$ cat src/rtl/emac_ctl_pkg.sv
package emac_ctl_pkg;

    localparam int unsigned CTL_W   = 8;
    localparam int unsigned B_RUN   = 7;
    localparam int unsigned B_WDIS  = 4;
    localparam int unsigned B_XPHY  = 3;
    localparam int unsigned B_LOOP  = 2;
    localparam int unsigned B_FDX   = 1;

    typedef struct packed {
        logic run;
        logic wdis;
        logic xphy;
        logic loop;
        logic fdx;
    } ctl_word_t;

    typedef enum logic [1:0] {
        EN_LOAD  = 2'd0,
        EN_HOLD0 = 2'd1,
        EN_HOLD1 = 2'd2
    } run_upd_t;

    function automatic logic [CTL_W-1:0] ctl_to_bus(input ctl_word_t c);
        logic [CTL_W-1:0] b;
        b         = '0;
        b[B_RUN]  = c.run;
        b[B_WDIS] = c.wdis;
        b[B_XPHY] = c.xphy;
        b[B_LOOP] = c.loop;
        b[B_FDX]  = c.fdx;
        return b;
    endfunction

endpackage

$ cat src/rtl/emac_ctl_core.sv
module emac_ctl_core
    import emac_ctl_pkg::*;
(
    input  logic             clk,
    input  logic             rst,
    input  logic             sw_rst,
    input  logic             wr_en,
    input  logic [CTL_W-1:0] wr_data,
    input  logic             tx_active,
    input  logic             mgmt_busy,
    output ctl_word_t        ctl,
    output logic             err
);

    ctl_word_t ctl_q, ctl_d;
    logic      lock_q, lock_d;
    logic      err_q, err_d;
    logic      xphy_open;
    logic      mode_chg;
    run_upd_t  run_sel;

    always_comb begin
        xphy_open = !lock_q && !ctl_q.run && !mgmt_busy;
        ctl_d     = ctl_q;
        lock_d    = lock_q;
        err_d     = err_q;
        mode_chg  = 1'b0;
        run_sel   = EN_LOAD;
        if (wr_en) begin
            ctl_d.wdis = wr_data[B_WDIS];
            ctl_d.loop = wr_data[B_LOOP];
            ctl_d.fdx  = wr_data[B_FDX];
            if (xphy_open) begin
                ctl_d.xphy = wr_data[B_XPHY];
                lock_d     = 1'b1;
            end
            mode_chg = (ctl_d.xphy != ctl_q.xphy) || (ctl_d.loop != ctl_q.loop);
            if (wr_data[B_RUN] && !ctl_q.run && mode_chg)
                run_sel = EN_HOLD0;
            else if (!wr_data[B_RUN] && ctl_q.run && tx_active)
                run_sel = EN_HOLD1;
            else
                run_sel = EN_LOAD;
            case (run_sel)
                EN_HOLD0: ctl_d.run = 1'b0;
                EN_HOLD1: begin
                    ctl_d.run = 1'b1;
                    err_d     = 1'b1;
                end
                default:  ctl_d.run = wr_data[B_RUN];
            endcase
        end
    end

    always_ff @(posedge clk) begin
        if (rst || sw_rst) begin
            ctl_q  <= '0;
            lock_q <= 1'b0;
            err_q  <= 1'b0;
        end else begin
            ctl_q  <= ctl_d;
            lock_q <= lock_d;
            err_q  <= err_d;
        end
    end

    assign ctl = ctl_q;
    assign err = err_q;

    assert_xphy_once_R3: assert property (@(posedge clk) disable iff (rst)
        (lock_q && !sw_rst) |=> $stable(ctl_q.xphy));

    assert_xphy_guard_R4: assert property (@(posedge clk) disable iff (rst)
        (wr_en && (ctl_q.run || mgmt_busy) && !sw_rst) |=> $stable(ctl_q.xphy));

    assert_mode_first_R5: assert property (@(posedge clk) disable iff (rst)
        (wr_en && !ctl_q.run && wr_data[B_RUN] && !sw_rst &&
         (wr_data[B_LOOP] != ctl_q.loop)) |=> !ctl_q.run);

    assert_txact_hold_R6: assert property (@(posedge clk) disable iff (rst)
        (wr_en && ctl_q.run && !wr_data[B_RUN] && tx_active && !sw_rst)
        |=> (ctl_q.run && err_q));

    assert_swrst_clear_R10: assert property (@(posedge clk) disable iff (rst)
        sw_rst |=> (ctl_q == '0 && !lock_q && !err_q));

endmodule

$ cat src/rtl/emac_ctl_gate.sv
module emac_ctl_gate (
    input  logic clk,
    input  logic rst,
    input  logic run,
    input  logic wdis,
    input  logic wait_mode,
    output logic rx_en,
    output logic tx_en,
    output logic mgmt_en,
    output logic stop_pulse
);

    logic sleep_off;
    logic live;
    logic live_q;
    logic pulse_q;

    always_comb begin
        sleep_off = wdis && wait_mode;
        live      = run && !sleep_off;
    end

    always_ff @(posedge clk) begin
        if (rst) begin
            live_q  <= 1'b0;
            pulse_q <= 1'b0;
        end else begin
            live_q  <= live;
            pulse_q <= live_q && !live;
        end
    end

    assign rx_en      = live;
    assign tx_en      = live;
    assign mgmt_en    = !sleep_off;
    assign stop_pulse = pulse_q;

    assert_pulse_width_R9: assert property (@(posedge clk) disable iff (rst)
        stop_pulse |=> !stop_pulse);

    assert_pulse_after_fall_R9: assert property (@(posedge clk) disable iff (rst)
        $fell(rx_en) |=> stop_pulse);

    assert_mgmt_free_R7: assert property (@(posedge clk) disable iff (rst)
        rx_en |-> mgmt_en);

    assert_wait_gate_R8: assert property (@(posedge clk) disable iff (rst)
        (wdis && wait_mode) |-> (!rx_en && !tx_en && !mgmt_en));

endmodule

$ cat src/rtl/emac_ctl_reg.sv
module emac_ctl_reg
    import emac_ctl_pkg::*;
(
    input  logic             clk,
    input  logic             rst,
    input  logic             sw_rst,
    input  logic             wr_en,
    input  logic [CTL_W-1:0] wr_data,
    output logic [CTL_W-1:0] rd_data,
    input  logic             tx_active,
    input  logic             mgmt_busy,
    input  logic             wait_mode,
    output logic             rx_en,
    output logic             tx_en,
    output logic             mgmt_en,
    output logic             rx_abort,
    output logic             pause_clr,
    output logic             ext_phy_sel,
    output logic             loopback_sel,
    output logic             err_blocked
);

    ctl_word_t ctl;
    logic      stop_pulse;

    emac_ctl_core u_core (
        .clk       (clk),
        .rst       (rst),
        .sw_rst    (sw_rst),
        .wr_en     (wr_en),
        .wr_data   (wr_data),
        .tx_active (tx_active),
        .mgmt_busy (mgmt_busy),
        .ctl       (ctl),
        .err       (err_blocked)
    );

    emac_ctl_gate u_gate (
        .clk        (clk),
        .rst        (rst),
        .run        (ctl.run),
        .wdis       (ctl.wdis),
        .wait_mode  (wait_mode),
        .rx_en      (rx_en),
        .tx_en      (tx_en),
        .mgmt_en    (mgmt_en),
        .stop_pulse (stop_pulse)
    );

    assign rd_data      = ctl_to_bus(ctl);
    assign rx_abort     = stop_pulse;
    assign pause_clr    = stop_pulse;
    assign ext_phy_sel  = ctl.xphy;
    assign loopback_sel = ctl.loop;

    assert_reserved_zero_R1: assert property (@(posedge clk) disable iff (rst)
        wr_en |=> (rd_data[6] == 1'b0 && rd_data[5] == 1'b0 && rd_data[0] == 1'b0));

endmodule

$ cat config.mk
export PLATFORM = sky130hd
export DESIGN_NAME = emac_ctl_reg
export DESIGN_NICKNAME = d
export VERILOG_FILES = /design/src/rtl/emac_ctl_pkg.sv /design/src/rtl/emac_ctl_core.sv /design/src/rtl/emac_ctl_gate.sv /design/src/rtl/emac_ctl_reg.sv
export SDC_FILE = /design/constraint.sdc
export NUM_CORES = 1
export LEC_CHECK = 0
export ABC_AREA = 1
export CORE_MARGIN = 5
export CORE_UTILIZATION = 33
export DETAILED_ROUTE_END_ITERATION = 7
export GPL_TIMING_DRIVEN = 0
export PLACE_DENSITY = 0.75
export SLEW_MARGIN = 20
export SYNTH_ARGS = -nofsm -noshare
export SYNTH_HDL_FRONTEND = slang
export SYNTH_SLANG_ARGS = --single-unit
$ cat constraint.sdc
create_clock -name clk -period 1.24 [get_ports clk]
set_input_delay 0.248 -clock clk [delete_from_list [all_inputs] [get_ports clk]]
set_output_delay 0.248 -clock clk [all_outputs]
set_load 0.02 [all_outputs]
Word-level counts from Yosys, hierarchy flattened
Cells that the tools add are included.

Register bits: 9. Latch bits: 0. RAM bits: 0. Bits in read-only memories: 0. Input bits: 15. Output and inout bits: 16. Word-level logic and storage cells: 38. Memories kept: 0.

Add/sub/neg operators: 0. Multiply operators: 0. Divide/modulo/power cells: 0. $lt $le $gt $ge: 0. Equality and inequality tests: 4. Shift operators: 0. Mux-type cells: 6. Bitwise gates (word level): 0. Reduce and logical (&&, ||, !) cells: 19.

Operator list (count): $logic_and A1 B1 Y1 (9); $logic_not A1 Y1 (6); $mux W2 (3); $reduce_and A2 Y1 (2); $eq A2 B1 Y1 const B (1); $eq A2 B2 Y1 const B (1); $logic_or A1 B1 Y1 (2); $mux W1 (2); $ne A1 B1 Y1 (2); $pmux W1 S2 (1).

Depth between registers and ports, before layout
Gate-level depths: netlist of the first run.

Depth in word-level cells: 12. Mapped depth: 6. Depth with buffers taken out: 6.

Cells and area by module
Synthesis of the first run repeated with hierarchy kept, for this count alone.

Cell total of the unflattened synthesis: 64. Area, all modules: 446.7 um^2.

By module, submodules not included: emac_ctl_core (instances 1, cells an instance 47, area each 311.5 um^2); emac_ctl_gate (instances 1, cells an instance 10, area each 86.3 um^2); emac_ctl_reg (instances 1, cells an instance 7, area each 48.8 um^2).

Worst setup path after synthesis of the first run
OpenSTA, ideal clock, no wires.

Path type: register to output. Start: reg u_core.ctl_q (netlist bit u_core.ctl[3]). End: out tx_en. Arrival time: 931 ps. Path slack: 61 ps. Cell stages (with the launch flop): 5. Buffers on the path: 1. Cell sequence: dfxtp_1 nand2_1 nand2_1 inv_1 buf_4.

Word-level cells in the longest chain between the ends: 3.

RTL lines: from (decl) (line emac_ctl_core.sv:15) `ctl_word_t ctl_q, ctl_d;`; from (signal assigned) (line emac_ctl_core.sv:61) `ctl_q <= ctl_d;`; $logic_and A1 B1 Y1 (line emac_ctl_gate.sv:19) `sleep_off = wdis && wait_mode;`; $logic_not A1 Y1; net mgmt_en (line emac_ctl_reg.sv:15) `output logic mgmt_en,`; $logic_and A1 B1 Y1 (line emac_ctl_gate.sv:20) `live = run && !sleep_off;`; to (decl) (line emac_ctl_reg.sv:14) `output logic tx_en,`.

The timed path passes the listed nets, and every way through them passes these cells.

Final worst setup path of the first run
Start: reg u_core.ctl_q (netlist bit u_core.ctl[3]). End: out rx_en.

Word-level cells in the longest chain between the ends: 3.

RTL lines: $logic_and A1 B1 Y1 (line emac_ctl_gate.sv:19); $logic_not A1 Y1 (line emac_ctl_gate.sv:20); $logic_and A1 B1 Y1 (line emac_ctl_gate.sv:20); to (decl) (line emac_ctl_reg.sv:13) `output logic rx_en,`.

No other way between the ends.

==> impl_metrics.csv, run 1 <==
group,metric,value,unit
clock_network,cts_tree,"built",
drt,drtPass1Iterations,2,
critical_path,cp-start-kind,"register",
timing,slew_violations,0,
timing,hold_ws,0.356,ns
clock_network,cts_root_buffer,"clkbuf_4",
floorplanning,core_area,0.00132,mm^2
yosys,synth_top_area_cell,"dfxtp_1",
min_path,hp-class,"primary input to register",
critical_path,reg2reg_depth,6,
cells_and_area,register_area,193,um^2
drt,vias,453,
floorplanning,rows,13,
critical_path,critPathRequiredTime,0.99,ns
cells_and_area,syn_to_final_growth,67.3,%
power,leakagePower,0.000405,uW
critical_path,crit_fanout,3,
floorplanning,die_x,47.5,um
floorplanning,start_util,35.1,%
global_route,grt_pass1_wl,1.57,mm
placement,port-buffer-count,24,
cells_and_area,multi_input_area,186,um^2
power,p_per_area,839,mW/mm^2
critical_path,crit_buf_inv,3,
drt,routedWlPerCell,8.73,um
global_route,overflow,0,
min_path,min_to,"u_core.ctl[1]",
critical_path,end_kind,"output pin",
yosys,yosys_warnings,0,
global_route,grt_max_degree,8,
timing,finalHoldViolCount,0,
yosys,synth_top_cell_area_share,38.9,%
cells_and_area,drive_above_1_share,34.3,%
drt,drc,0,
yosys,synth_area,463,um^2
cells_and_area,finish.utilization,58.8,%
clock_network,cts_sinks,9,
drt,drt_wl_total,995,um
cells_and_area,n_antenna_cell,0,
clock_network,cts_hold_buf,0,
cells_and_area,fill_cells,126,
yosys,avgSynthCellArea,7.01,um^2
yosys,synth_area_leaders,"dfxtp_1, buf_4, nand2_1",
floorplanning,die_area,0.00225,mm^2
power,ir_drop,0.523,mV
floorplanning,io_pins,31,
critical_path,cp_top_family,"flip-flops",
clock_network,cts_buffers,3,
run_status,status,"complete, no violations",
timing,finalCritPeriodShare,98.7,%
global_route,grt_use_total,9.91,%
placement,dp_hpwl,812,um
job,drv_cap,0,
critical_path,r2r-end,"u_core.ctl[2]",
yosys,syn-instance-count,66,
yosys,synth-seq-cells,9,
placement,place_congestion,0.755,
placement,post-place-ws,-0.580,ns
yosys,synth.distinct_cells,15,
critical_path,regToRegSetupSlack,0.27,ns
clock_network,clkTransAtPathRegs,0.06,ns
timing,fin_ws,0.0157,ns
timing,rsz0062_at_grt,"yes",
min_path,min_path_cells,2,
timing,fmax,817,MHz
min_path,min_from,"wr_en",
critical_path,cp_slowest_stage_delay,0.34,ns
global_route,antenna_found_initial,0,
clock_network,clk_latency,0.25,ns
critical_path,reg2reg_from,"u_core.ctl[4]",
floorplanning,die_y,47.5,um
critical_path,cp.arrival,0.98,ns
drt,ant_nets,0,
global_route,grt_pass1_vias,392,
cells_and_area,finalNetCount,115,
yosys,seq_area_frac_synth,38.9,%
critical_path,cp_cell_sequence,"nand2_2 -> nand2_2 -> inv_2 -> buf_6 -> buf_6",
timing,finClkSkew,0.00362,ns
drt,viasPerCell,3.97,
drt,drt_iter0_drc,4,
clock_network,h-tree-depth,1,
timing,finalCriticalPeriod,1.22,ns
timing,setup_viol,0,
clock_network,clockBufferDepth,2,
critical_path,crit_type,"register to output pin",
critical_path,crit_path_top_delay_cell,"dfxtp_2",
power breakdown:
part           total, uW  internal, uW  switching, uW
clock                222           124           98.7
sequential           298           292           5.41
combinational        130          67.9           62.2
total                650           484            166
cells by family (layout without fill, tap and decap cells):
family | after synthesis | in the layout | share of synthesized area, %
flops | 9 | 9 | 38.9
buf+inv | 20 | 51 | 23.5
other cells | 1 | 3 | 0.810
simple gates | 28 | 28 | 27.3
compound gates | 8 | 8 | 9.46
stage by stage:
stage               setup TNS, ns  total power, uW  cells  cell area (um^2)
floorplan                       0              376     68               470
global placement            -2.10              440    107               729
detailed placement          -2.24              442    107               729
CTS                             0              667    114               793
global route               -0.119              693    114               774
finish                          0              650    114               774
flip-flops by register name (all words and copies together) (netlist names):
signal,count
u_gate.live_q,1
u_gate.stop_pulse,1
u_core.lock_q,1
u_core.ctl,5
u_core.err,1
worst max path at each step:
stage,end,slack [ns],cells after the start,from
after detailed placement,tx_en,-0.58,6,wait_mode
after CTS,mgmt_en,0.002,2,u_core.ctl[3]
after global placement,tx_en,-0.58,6,wait_mode
after global routing,rx_en,-0.05,5,u_core.ctl[3]
after floorplan,tx_en,0.06,4,u_core.ctl[3]
final,rx_en,0.02,5,u_core.ctl[3]
repair_timing:
action | 4_1_cts | 5_1_grt
cloned | 0 | 0
gates resized for setup | 41 | 9
setup endpoints to repair | 13 | 10
setup buffers | 3 | 0
pin swaps | 1 | 1
per-layer routing:
layer / track usage (%) / routed length (um)
met5: 0 / 0
met1: 11.6 / 411
met2: 16.6 / 470
met4: 4.97 / 9
met3: 2.63 / 103
layout by cell type (no fill, tap or decap):
| cell type | instances |
|---|---|
| nor2_2 | 1 |
| buf_6 | 4 |
| nand2_2 | 2 |
| inv_1 | 8 |
| o21ai_0 | 1 |
| clkbuf_1 | 1 |
| dfxtp_4 | 3 |
| buf_2 | 3 |
| dfxtp_1 | 5 |
| dlygate4sd2_1 | 7 |
| nand2_1 | 12 |
| and2_1 | 1 |
| nor2_1 | 8 |
| nand3_1 | 3 |
| inv_2 | 3 |
| dlymetal6s2s_1 | 1 |
| clkbuf_4 | 3 |
| conb_1 | 3 |
| clkbuf_2 | 2 |
| a21oi_1 | 5 |
| clkdlybuf4s50_1 | 9 |
| nor3_4 | 1 |
| o21ai_1 | 1 |
| buf_4 | 10 |
| dfxtp_2 | 1 |
| a21oi_2 | 1 |
synthesized netlist by cell type, drive strengths merged:
cell type	number
and2	1
nor3	1
conb	1
dfxtp	9
o21ai	2
inv	11
nand3	3
buf	9
a21oi	6
nand2	14
nor2	9
final cells by class:
class / count / share of cell area (%)
timing repair buffer: 27 / 30.7
sequential: 9 / 24.9
multi-input combinational: 39 / 24.1
buffer: 9 / 9.21
inverter: 11 / 5.33
clock buffer: 4 / 3.39
tap: 15 / 2.42
(Power assumes the default switching activity.)
==> inputs of run 2 (changes only) <==
--- a/config.mk
+++ b/config.mk
@@ -6,6 +6,7 @@
 export NUM_CORES = 1
 export LEC_CHECK = 0
 export ABC_AREA = 1
+export CAP_MARGIN = 40
 export CORE_MARGIN = 5
 export CORE_UTILIZATION = 33
 export DETAILED_ROUTE_END_ITERATION = 7
==> results of run 2 <==
The final DEF is identical to that of run 1; final timing and power are the same.
